==> src/rtl/calwin_pkg.sv <==
package calwin_pkg;
  localparam int DATA_W = 16;
  localparam int PTR_W  = 2;

  typedef enum logic [1:0] {
    TGT_TIME_WIN = 2'd0,
    TGT_ALRM_WIN = 2'd1,
    TGT_TIME_PTR = 2'd2,
    TGT_ALRM_PTR = 2'd3
  } bus_tgt_e;
endpackage

==> src/rtl/calwin_ptr.sv <==
module calwin_ptr #(
  parameter int PTR_W = 2
) (
  input  logic             clk,
  input  logic             rst,
  input  logic             sw_load,
  input  logic [PTR_W-1:0] sw_val,
  input  logic             step,
  output logic [PTR_W-1:0] ptr_q
);
  // software load has priority over the access-driven step
  always_ff @(posedge clk) begin
    if (rst)
      ptr_q <= '0;
    else if (sw_load)
      ptr_q <= sw_val;
    else if (step && (ptr_q != '0))
      ptr_q <= ptr_q - 1'b1;
  end
endmodule

==> src/rtl/calwin_bank.sv <==
module calwin_bank #(
  parameter int BYTE_W = 8,
  parameter int PTR_W  = 2,
  parameter logic [(2<<PTR_W)-1:0] BYTE_VALID = '1
) (
  input  logic                              clk,
  input  logic                              rst,
  input  logic                              wr,
  input  logic [1:0]                        be,
  input  logic [2*BYTE_W-1:0]               wdata,
  input  logic [PTR_W-1:0]                  ptr,
  output logic [2*BYTE_W-1:0]               rd_word,
  output logic [(2<<PTR_W)*BYTE_W-1:0]      regs_o
);
  localparam int SLOTS  = 1 << PTR_W;
  localparam int NBYTES = 2 * SLOTS;

  for (genvar g = 0; g < NBYTES; g++) begin : g_byte
    if (BYTE_VALID[g]) begin : g_live
      logic [BYTE_W-1:0] q;
      always_ff @(posedge clk) begin
        if (rst)
          q <= '0;
        else if (wr && be[g%2] && (ptr == PTR_W'(g/2)))
          q <= wdata[(g%2)*BYTE_W +: BYTE_W];
      end
      assign regs_o[g*BYTE_W +: BYTE_W] = q;
    end else begin : g_resv
      assign regs_o[g*BYTE_W +: BYTE_W] = '0;
    end
  end

  always_comb begin
    rd_word = '0;
    for (int i = 0; i < SLOTS; i++)
      if (ptr == PTR_W'(i))
        rd_word = regs_o[i*2*BYTE_W +: 2*BYTE_W];
  end
endmodule

==> src/rtl/cal_reg_window.sv <==
module cal_reg_window
  import calwin_pkg::*;
#(
  parameter int DW = calwin_pkg::DATA_W,
  parameter int PW = calwin_pkg::PTR_W
) (
  input  logic                   clk,
  input  logic                   rst,
  input  logic [1:0]             bus_addr,
  input  logic                   bus_wr,
  input  logic                   bus_rd,
  input  logic [1:0]             bus_be,
  input  logic [DW-1:0]          bus_wdata,
  input  logic                   time_wr_allow,
  output logic [DW-1:0]          bus_rdata,
  output logic [DW*(1<<PW)-1:0]  time_regs,
  output logic [DW*(1<<PW)-1:0]  alarm_regs
);
  localparam int BYTE_W = DW / 2;
  localparam int SLOTS  = 1 << PW;
  localparam int REG_W  = DW * SLOTS;
  localparam int NBYTES = 2 * SLOTS;
  // top slot high byte reserved in the time bank, whole top slot in the alarm bank
  localparam logic [NBYTES-1:0] TIME_VALID = {1'b0, {(NBYTES-1){1'b1}}};
  localparam logic [NBYTES-1:0] ALRM_VALID = {2'b00, {(NBYTES-2){1'b1}}};

  logic [PW-1:0]    win_ptr  [2];
  logic [DW-1:0]    win_word [2];
  logic [REG_W-1:0] win_regs [2];

  for (genvar w = 0; w < 2; w++) begin : g_win
    logic win_hit, cfg_hit, bank_wr, wr_ok;
    assign win_hit = (bus_addr == 2'(w));
    assign cfg_hit = (bus_addr == 2'(w + 2));
    assign wr_ok   = (w != 0) || time_wr_allow;
    assign bank_wr = bus_wr && win_hit && wr_ok;

    calwin_ptr #(.PTR_W(PW)) u_ptr (
      .clk     (clk),
      .rst     (rst),
      .sw_load (bus_wr && cfg_hit && bus_be[0]),
      .sw_val  (bus_wdata[PW-1:0]),
      .step    (win_hit && (bus_rd || (bus_wr && bus_be[1]))),
      .ptr_q   (win_ptr[w])
    );

    calwin_bank #(
      .BYTE_W     (BYTE_W),
      .PTR_W      (PW),
      .BYTE_VALID ((w == 0) ? TIME_VALID : ALRM_VALID)
    ) u_bank (
      .clk     (clk),
      .rst     (rst),
      .wr      (bank_wr),
      .be      (bus_be),
      .wdata   (bus_wdata),
      .ptr     (win_ptr[w]),
      .rd_word (win_word[w]),
      .regs_o  (win_regs[w])
    );
  end

  assign time_regs  = win_regs[0];
  assign alarm_regs = win_regs[1];

  always_ff @(posedge clk) begin
    if (rst)
      bus_rdata <= '0;
    else if (bus_rd) begin
      case (bus_tgt_e'(bus_addr))
        TGT_TIME_WIN: bus_rdata <= win_word[0];
        TGT_ALRM_WIN: bus_rdata <= win_word[1];
        TGT_TIME_PTR: bus_rdata <= DW'(win_ptr[0]);
        default:      bus_rdata <= DW'(win_ptr[1]);
      endcase
    end
  end
endmodule

==> config.mk <==
export PLATFORM = sky130hd
export DESIGN_NAME = cal_reg_window
export DESIGN_NICKNAME = d
export VERILOG_FILES = /design/src/rtl/calwin_pkg.sv /design/src/rtl/calwin_ptr.sv /design/src/rtl/calwin_bank.sv /design/src/rtl/cal_reg_window.sv
export SDC_FILE = /design/constraint.sdc
export NUM_CORES = 1
export LEC_CHECK = 0
export ABC_AREA = 1
export BUFFER_PORTS_ARGS = -buffer_cell sky130_fd_sc_hd__buf_4
export CAP_MARGIN = 20
export CORE_MARGIN = 2
export CORE_UTILIZATION = 52
export DETAILED_ROUTE_END_ITERATION = 6
export PLACE_DENSITY = 0.83
export SLEW_MARGIN = 25
export SYNTH_ARGS = -nofsm -noshare
export SYNTH_HDL_FRONTEND = slang
export SYNTH_SLANG_ARGS = --single-unit
==> constraint.sdc <==
create_clock -name clk -period 2.2 [get_ports clk]
set_input_delay 0.33 -clock clk [delete_from_list [all_inputs] [get_ports clk]]
set_output_delay 0.33 -clock clk [all_outputs]
set_load 0.02 [all_outputs]
Yosys cells after proc, flatten, opt, wreduce, memory -nomap -nowiden
Cells that the tools add are included.
{"block": "totals", "regBits": 124, "latchBits": 0, "ramBits": 0, "romBits": 0, "inputBits": 25, "output_inout_bits": 144, "elab_cells": 77, "mem_count": 0}
{"block": "op_classes", "add_sub_neg": 2, "n_mul": 0, "n_div": 0, "magnitude_cmp": 0, "n_eq_ne": 9, "n_shift": 0, "n_mux": 13, "bitwise": 0, "n_reduce_logical": 37}
{"operator": "$mux W16", "count": 8}
{"operator": "$pmux W16 S3", "count": 1}
{"operator": "$logic_and A1 B1 Y1", "count": 29}
{"operator": "$eq A2 B2 Y1 const B", "count": 6}
{"operator": "$mux W2", "count": 4}
{"operator": "$reduce_bool A2 Y1", "count": 4}
{"operator": "$eq A2 B1 Y1 const B", "count": 3}
{"operator": "$logic_not A2 Y1", "count": 3}
{"operator": "$sub A2 B1 Y2 const B", "count": 2}
{"operator": "$logic_or A1 B1 Y1", "count": 1}

Logic depth before layout (Yosys ltp)
Gate-level depths: netlist of the first run.
{"block": "depth", "ltp_word": 6, "mapped_depth": 11, "depth_no_buf": 10}

Modules after synthesis
From an unflattened synthesis of the first run, not the netlist that was laid out.
{"block": "unflattened", "hier_cells": 972, "area_unflattened_um2": 6321.1}
{"module": "calwin_bank (g_win[0].u_bank)", "instances": 1, "cells_per_inst": 420, "area_each_um2": 2685.1, "seq_area_each_um2": 1121.1}
{"module": "calwin_bank (g_win[1].u_bank)", "instances": 1, "cells_per_inst": 374, "area_each_um2": 2462.4, "seq_area_each_um2": 960.9}
{"module": "cal_reg_window", "instances": 1, "cells_per_inst": 128, "area_each_um2": 893.4, "seq_area_each_um2": 320.3}
{"module": "calwin_ptr", "instances": 2, "cells_per_inst": 25, "area_each_um2": 140.1, "seq_area_each_um2": 40.0}

Least setup slack after synthesis of the first run
Ideal clock, no wire load.
{"block": "synth_path", "kind": "reg-to-reg", "start": "register g_win[1].u_ptr.ptr_q[1]", "end": "register bus_rdata[10]", "setup_time_ns": 0.115, "arrival_ns": 1.466, "required_time_ns": 2.085, "setup_slack_ns": 0.618, "stages_incl_launch_ff": 11, "path_buffers": 2, "synth_period_minus_slack_ns": 1.582, "path_cell_list": "dfxtp_1 -> inv_1 -> ha_1 -> buf_2 -> inv_1 -> buf_2 -> o21ai_0 -> o21ai_0 -> nand2_1 -> o21ai_0 -> inv_1"}
{"block": "synth_via", "elab_chain_cells": 6, "elab_cells_between_ends": 9, "classes_between": "eq/ne (3); mux (5); reduce/logical (1)"}
{"element": "start, declared", "line_no": "calwin_ptr.sv:9", "source": "output logic [PTR_W-1:0] ptr_q"}
{"element": "start signal, assigned", "line_no": "calwin_ptr.sv:16", "source": "ptr_q <= sw_val;"}
{"element": "start signal, assigned", "line_no": "calwin_ptr.sv:18", "source": "ptr_q <= ptr_q - 1'b1;"}
{"element": "$logic_not A2 Y1", "line_no": "calwin_bank.sv:36", "source": "if (ptr == PTR_W'(i))"}
{"element": "$mux W16 (3 in a row)", "line_no": "calwin_bank.sv:36"}
{"element": "$mux W16 *", "line_no": "calwin_bank.sv:36"}
{"element": "$pmux W16 S3 *", "line_no": "cal_reg_window.sv:70", "source": "case (bus_tgt_e'(bus_addr))"}
{"element": "end signal, assigned", "line_no": "cal_reg_window.sv:71", "source": "TGT_TIME_WIN: bus_rdata <= win_word[0];"}
{"element": "end signal, assigned", "line_no": "cal_reg_window.sv:72", "source": "TGT_ALRM_WIN: bus_rdata <= win_word[1];"}
{"element": "end signal, assigned", "line_no": "cal_reg_window.sv:73", "source": "TGT_TIME_PTR: bus_rdata <= DW'(win_ptr[0]);"}
{"element": "end, declared", "line_no": "cal_reg_window.sv:15", "source": "output logic [DW-1:0] bus_rdata,"}
Mark *: on every way between the ends. The rest lies on a longest branch, timed or not.
A chain may end at the register's enable or synchronous reset.

Worst setup path after layout of the first run
{"block": "layout_path", "start": "register g_win[0].u_ptr.ptr_q[1]", "end": "register bus_rdata[9]"}
{"block": "layout_via", "elab_chain_cells": 6, "elab_cells_between_ends": 9, "classes_between": "eq/ne (3); mux (5); reduce/logical (1)"}
{"element": "start, declared", "line_no": "calwin_ptr.sv:9"}
{"element": "start signal, assigned", "line_no": "calwin_ptr.sv:16"}
{"element": "start signal, assigned", "line_no": "calwin_ptr.sv:18"}
{"element": "$logic_not A2 Y1", "line_no": "calwin_bank.sv:36"}
{"element": "$mux W16 (3 in a row)", "line_no": "calwin_bank.sv:36"}
{"element": "$mux W16 *", "line_no": "calwin_bank.sv:36"}
{"element": "$pmux W16 S3 *", "line_no": "cal_reg_window.sv:70"}
Marked as above.

==> metrics list, run 1 <==
* Arrival time reported for the critical path endpoint: 2.23 ns
- Core Region: 10,900 um^2
- Number of antenna violations at the first check in global routing: 0
- Hold_ws: 0.209 ns
- Counting I/O delays and the setup requirement, the final critical path takes 1.89 ns.
- The critical path goes through inv_1, ha_1, buf_4, nor2_1, buf_4, nand2_1, nand2_1, nand2_1, nand2_1, nand2_1, a21oi_1.
- Relative slew margins: 64.1%
* Leak: 3.39 nW
- The die is 110 um wide.
- Sum Neg Setup Slack: 0 ns
- Clock-pin slew was measured on the worst setup and hold paths at 0.06 ns.
- # diodes: 0
- Critical path type: register to register
- Counting stages on the worst path, the most repeated cell is sky130_fd_sc_hd__nand2_1.
- After detailed routing, the total wire length is 17,100 um.
- Routed wire per std cell: 15.7 um
- The H-tree was split into 4 levels.
- Detailed placement finished with a half-perimeter wire length of 12,400 um.
- Effective utilization at floorplan: 53.7%
- The synthesized netlist occupies a cell area of 5870 um^2.
- Worst EP required: 2.53 ns
* Result of the run: finished clean
- Actual slew at the worst max-slew pin: 0.538 ns
* P per Cell Area: 739 nW/um^2
- The first global-routing pass estimated 26,300 um of wire.
* Port-buffer cells: 144
- The sequential cells in the finished layout cover a total of 2480 um^2.
- In this run the remaining antenna-violating nets after routing total 0.
- After detailed routing, the number of vias per cell comes to 5.47.
- Post-synthesis cell type count: 29
* Core Rows: 38
- Most frequent standard cell in the layout excluding fill and tap cells: sky130_fd_sc_hd__buf_4
* Type of origin of the critical path: register
- A synthesized cell averages 7.31 um^2.
- Global routing finished with a remaining overflow of 0.
* Vert. Die Dim: 110 um
- Setup violations remaining at the end of the flow were counted as 0.
- Leaving out fill and tap cells, the most frequent cells in the layout are sky130_fd_sc_hd__buf_4 (161), sky130_fd_sc_hd__a21oi_1 (153), sky130_fd_sc_hd__nand2_1 (135).
- Crit-path leading delay family: buffers and inverters
- Worst-path fanout max: 12
- The die covers 12,200 um^2.
- Share of the clock period used by the worst path after layout: 86.1%
* Total track usage: 28.1%
* Slowest library cell on the worst path: sky130_fd_sc_hd__dfxtp_1
- CP bufs+invs: 3
- Total via count after detailed routing: 5,956
* Hold buffer count at cts: 0
- For this run, the slowest stage of the critical path takes 0.39 ns.
- The min-delay analysis places its worst path in the category input pin to register.
- For this run, the post-layout net count is 969.
- Endpoint kind of the worst setup timing path: register
- Of the cells placed in the final design, the portion with a size suffix greater than 1 is 22.8%.
- Share of synthesized area occupied by flip-flops and latches: 42.3%
- In this run, post-CTS repair resized a total of 0 instances.
* Cts bufs inserted: 17
- Area of placed instances: 6900 um^2
- Fill cell total of the finished layout: 942
- Final design area excluding fillers: 7470 um^2
- Final hold vios: 0
* Setup bufs post-CTS: 0
- Synthesis produced a netlist whose cell count is 804.
- Buffer cell driving the clock tree root: sky130_fd_sc_hd__clkbuf_16
- The number of global-route vias before repair came to 5,181.
- The worst-case IR drop observed on VDD is 427 uV.
* Iteration-0 DRC Markers: 451
- Synthesis-to-finish area growth: 27.2%
* Number of warnings printed during yosys synthesis: 0
- Unrepaired setup endpoints after global routing: false
- Final slew viol count: 0
- Clock latency of the later-clocked register in the worst-skew pair: 0.41 ns
- Worst setup skew after layout: 0.0125 ns
- Top-Level Pins: 169
- Max-cap violations in this run came to 0.
- After synthesis the netlist holds a flip-flop and latch count of 124.
- Maximum number of pins on one net before global-route repair: 40
- The congestion estimate from routability-driven global placement came to 0.929.
- In the final layout, the multi-input gates occupy 2750 um^2.
- The clock drives 124 sinks.
- The longest clock path from root to sink contains 2 buffers.
* Clock tree from TritonCTS: yes
* First drt pass iteration count: 5
- For this run, design rule violations remaining after detail routing come to 0.
* Highest attainable clock frequency: 528 MHz
[per-stage QoR]
step / setup slack [ns] / utilization (%) / power (mW) / instances
after CTS: 0.333 / 68.3 / 5.53 / 1089
after floorplan: 0.618 / - / 2.74 / 827
after detailed placement: 0.383 / 63.1 / 2.91 / 1057
after global placement: 0.434 / 63.1 / 2.90 / 1057
after global routing: 0.121 / 68.3 / 5.71 / 1089
final: 0.306 / 68.3 / 5.52 / 1089
[registers in the layout (all words and copies together), names as in the netlist]
register,cells
g_win.u_bank.g_byte.g_live.q,104
bus_rdata,16
g_win.u_ptr.ptr_q,4
[cell type report]
| class | instances | area share (%) |
|---|---|---|
| repair buffers | 162 | 16.4 |
| inverters | 71 | 3.57 |
| clock buffers | 17 | 5.70 |
| flip-flops and latches | 124 | 33.2 |
| clock inverters | 15 | 1.88 |
| multi-input cells | 560 | 36.8 |
| well taps | 140 | 2.35 |
[power breakdown]
part           internal [mW]  switching [mW]  leakage (nW)
Sequential              2.28          0.0299          1.00
Combinational          0.177           0.385          2.13
Clock                   1.57            1.08         0.267
[routing by layer]
layer  vias to the layer above  global-route usage (%)  wire length [um]
met3                        19                    5.29              1700
met2                       350                    42.9              7580
li1                       2891                       -                 -
met1                      2696                    40.8              7580
met5                         -                       0                 0
met4                         0                    7.41               193
[final timing paths]
check	from	end	slack (ns)	cells after the start
worst max-delay path	g_win[0].u_ptr.ptr_q[1]	bus_rdata[9]	0.31	11
worst min-delay path	bus_wdata[14]	g_win[1].u_bank.g_byte[5].g_live.q[6]	0.21	3
worst max register to register	g_win[0].u_ptr.ptr_q[1]	bus_rdata[9]	0.31	11
worst min register to register	g_win[1].u_bank.g_byte[5].g_live.q[4]	g_win[1].u_bank.g_byte[5].g_live.q[4]	0.48	2
[worst reg2reg max path, delay by kind of cell (launching register included)]
family          cells  cell delay [ns]
compound gates      1             0.12
fa+ha+maj           1             0.29
flops               1             0.39
buf+inv             3             0.53
simple gates        6             0.50
[cells by family (layout without fill, tap and decap cells)]
logic type,Yosys count,after routing,synth area share (%)
fa+ha+maj,8,8,1.70
simple gates,251,251,19.3
compound gates,277,277,24.3
buf+inv,143,265,12.4
other cells,1,24,0.0638
flops,124,124,42.3
[synth_stat cells, drive strengths merged]
cell type  instances  area (um^2)
inv               69          259
clkinv             2         7.51
buf               52          384
o21bai             1         7.51
nor2              57          274
nand3             51          255
conb               1         3.75
nand2            139          542
ha                 8          100
o211ai            10         75.1
nor3               1         16.3
o21ai            111          559
nand4              3         48.8
dfxtp            124         2480
clkbuf            20         76.3
a21oi            155          783
Note: power is estimated with default switching activity, not from simulation.
==> run 2: changes to the inputs <==
--- a/config.mk
+++ b/config.mk
@@ -9,9 +9,9 @@
 export BUFFER_PORTS_ARGS = -buffer_cell sky130_fd_sc_hd__buf_4
 export CAP_MARGIN = 20
 export CORE_MARGIN = 2
-export CORE_UTILIZATION = 52
+export CORE_UTILIZATION = 45
 export DETAILED_ROUTE_END_ITERATION = 6
-export PLACE_DENSITY = 0.83
+export PLACE_DENSITY = 0.74
 export SLEW_MARGIN = 25
 export SYNTH_ARGS = -nofsm -noshare
 export SYNTH_HDL_FRONTEND = slang
==> run 2 against run 1 <==
  * Clock skew down 0.0058 ns
  * Via count down 3.2%
  * Clock power down 2%
  * Global-route usage down 3.6 points
  * First-iteration DRC count up 4.7%
  * Critical path depth unchanged
  * Routed wire length up 1.5%
  * Worst hold slack better by 0.014 ns
  * Sequential share of layout area down 0.12 points
==> metrics list, run 2 (same netlist as run 1, synthesis figures left out) <==
* Result of the run: finished clean
- Vert. Die Dim: 118 um
* Port-buffer cells: 144
- Worst EP required: 2.56 ns
- Setup bufs post-CTS: 0
- For this design, the sink count on the clock tree is 124.
- Of the cells placed in the final design, the portion with a size suffix greater than 1 is 22.6%.
- Top Registers: g_win.u_bank.g_byte.g_live.q (104), bus_rdata (16), g_win.u_ptr.ptr_q (4)
- Area of placed instances: 6950 um^2
- # diodes: 0
* Portion of total power attributed to sequential cells: 42.3%
* Worst-path fanout max: 11
- The clock passes through at most 2 buffers.
- On the critical path the largest part of the delay comes from buffers and inverters.
- Cell internal power dissipation: 4.07 mW
* Detailed Place HPWL: 12,300 um
* Effective utilization at floorplan: 46.4%
* CP bufs+invs: 3
- The final-report max-slew violation count was 0.
* Type of origin of the critical path: register
- For this run, the slowest stage of the critical path takes 0.32 ns.
- Endpoint kind of the worst setup timing path: register
- Core Region: 12,700 um^2
* Area of the die: 14,000 um^2
- Sum of routed wire length over all layers: 17,300 um
- In this run, the number of DRC markers left after iteration 0 of detailed routing was 472.
- Counting I/O delays and the setup requirement, the final critical path takes 1.80 ns.
* Number of antenna violations at the first check in global routing: 0
* Synthesis-to-finish area growth: 27.6%
- Number of levels the H-tree was split into: 4
- In this run the count of I/O pins placed on the die edge is 169.
* Hold buffer count at cts: 0
- Biggest register: g_win.u_bank.g_byte.g_live.q
- Net switching is 25.4% of the power.
- Total track usage: 24.6%
- Total via count after detailed routing: 5,768
- Setup violation total in the final timing report: 0
* Maximum number of pins on one net before global-route repair: 63
- In the finished design, the share of the clock period the worst path needs comes to 81.8%.
- Most frequent standard cell in the layout excluding fill and tap cells: sky130_fd_sc_hd__buf_4
* Via/cell ratio: 5.15
- First drt pass iteration count: 5
- Worst setup skew after layout: 0.00671 ns
* Unrepaired setup endpoints after global routing: false
- Cts bufs inserted: 17
- Count of max-cap constraint violations: 0
- For the final routed database, the setup TNS stands at 0 ns.
- Final design area excluding fillers: 7500 um^2
- Number of nets in the layout: 970
- The number of gates resized after CTS was 0.
- Die W: 118 um
- Global route total overflow: 0
- Slowest library cell on the worst path: sky130_fd_sc_hd__dfxtp_1
- Along the worst hold path, the cell count comes to 3.
- The first global-routing pass estimated 27,500 um of wire.
* Fill cell total of the finished layout: 1,227
- The analysis attributes to net switching a power of 1.39 mW.
- Leak: 3.41 nW
* Actual slew at the worst max-slew pin: 0.565 ns
- Clock latency on the worst-skew pair, taken at its later pin, is 0.42 ns.
- Cells along the critical path: inv_1, ha_1, inv_1, nor2_1, buf_4, nand2_1, nand2_1, nand2_1, a21oi_1, nor2_1, nor2_1
* DRC violation count after routing: 0
- Arrival time reported for the critical path endpoint: 2.16 ns
* Class of the most critical hold timing path: input pin to register
* Critical path type: register to register
* Post-DRT Antenna Nets: 0
- Clock-pin slew was measured on the worst setup and hold paths at 0.06 ns.
- At the end of routability-driven placement, the weighted congestion stood at 0.900.
* Relative slew margins: 62.3%
- For this design the ratio of total power to cell area is 729 nW/um^2.
- Top library cells by usage in the layout, fill and taps aside: sky130_fd_sc_hd__buf_4 (162), sky130_fd_sc_hd__a21oi_1 (153), sky130_fd_sc_hd__nand2_1 (135)
- Levels on crit path: 11
- Final hold vios: 0
- Core Rows: 41
- Combinational power share: 10.3%
- The share of total power dissipated in the clock network is 47.4%.
- TritonCTS built the clock tree.
- For this run, the top clock speed supported by timing is 555 MHz.
- Dividing the detail-routed wire length by the instance count gives 15.4 um.
- Flip-flop count of the largest register after layout: 104
- Worst-case reg-to-reg path depth: 11
* Buffer cell driving the clock tree root: sky130_fd_sc_hd__clkbuf_16
- The number of global-route vias before repair was 5,185.
- Maximum vdd ir drop: 397 uV
[run 2: tightest hold or removal path, stage by stage]
cell and delay (ns):
sky130_fd_sc_hd__buf_4 0.13, sky130_fd_sc_hd__nand3_1 0.08, sky130_fd_sc_hd__a21oi_1 0.06
[run 2: per-stage QoR]
step	setup WS, ns	utilization (%)	hold WS, ns	total power [mW]	cells
after floorplan	0.618	-	0.487	2.74	827
after global placement	0.457	54.9	0.453	2.90	1090
after detailed placement	0.430	54.9	0.457	2.91	1090
after CTS	0.399	59.2	0.208	5.47	1121
after global routing	0.208	59.2	0.224	5.65	1121
final	0.399	59.2	0.223	5.46	1121
[run 2: path summary, 6_finish.rpt]
kind,start,end,slack (ns)
worst max-delay path,g_win[0].u_ptr.ptr_q[0],bus_rdata[3],0.40
worst max register to register,g_win[0].u_ptr.ptr_q[0],bus_rdata[3],0.40
worst min-delay path,bus_wdata[6],g_win[1].u_bank.g_byte[4].g_live.q[6],0.22
worst min register to register,bus_rdata[9],bus_rdata[9],0.46
[run 2: routing by layer]
layer | share of wire [%] | track usage (%) | vias up
li1 | - | - | 2892
met1 | 48 | 35.6 | 2621
met2 | 43 | 35.4 | 239
met3 | 8.3 | 6.90 | 16
met4 | 1.1 | 6.93 | 0
met5 | 0 | 0 | -
[run 2: layout make-up]
| class | instances | area [um^2] | area share, % |
|---|---|---|---|
| clock buffers | 22 | 474 | 6.33 |
| inverters | 71 | 267 | 3.56 |
| repair buffers | 163 | 1240 | 16.5 |
| clock inverters | 9 | 70.1 | 0.935 |
| flip-flops and latches | 124 | 2480 | 33.1 |
| well taps | 172 | 215 | 2.87 |
| multi-input cells | 560 | 2750 | 36.7 |
[run 2: power by group through the flow]
stage | Combinational (mW) | Sequential, mW | Clock, mW
after floorplan | 0.347 | 2.39 | 0
after global placement | 0.547 | 2.36 | 0
after detailed placement | 0.550 | 2.36 | 0
after CTS | 0.555 | 2.31 | 2.61
after global routing | 0.614 | 2.31 | 2.72
final | 0.560 | 2.31 | 2.59
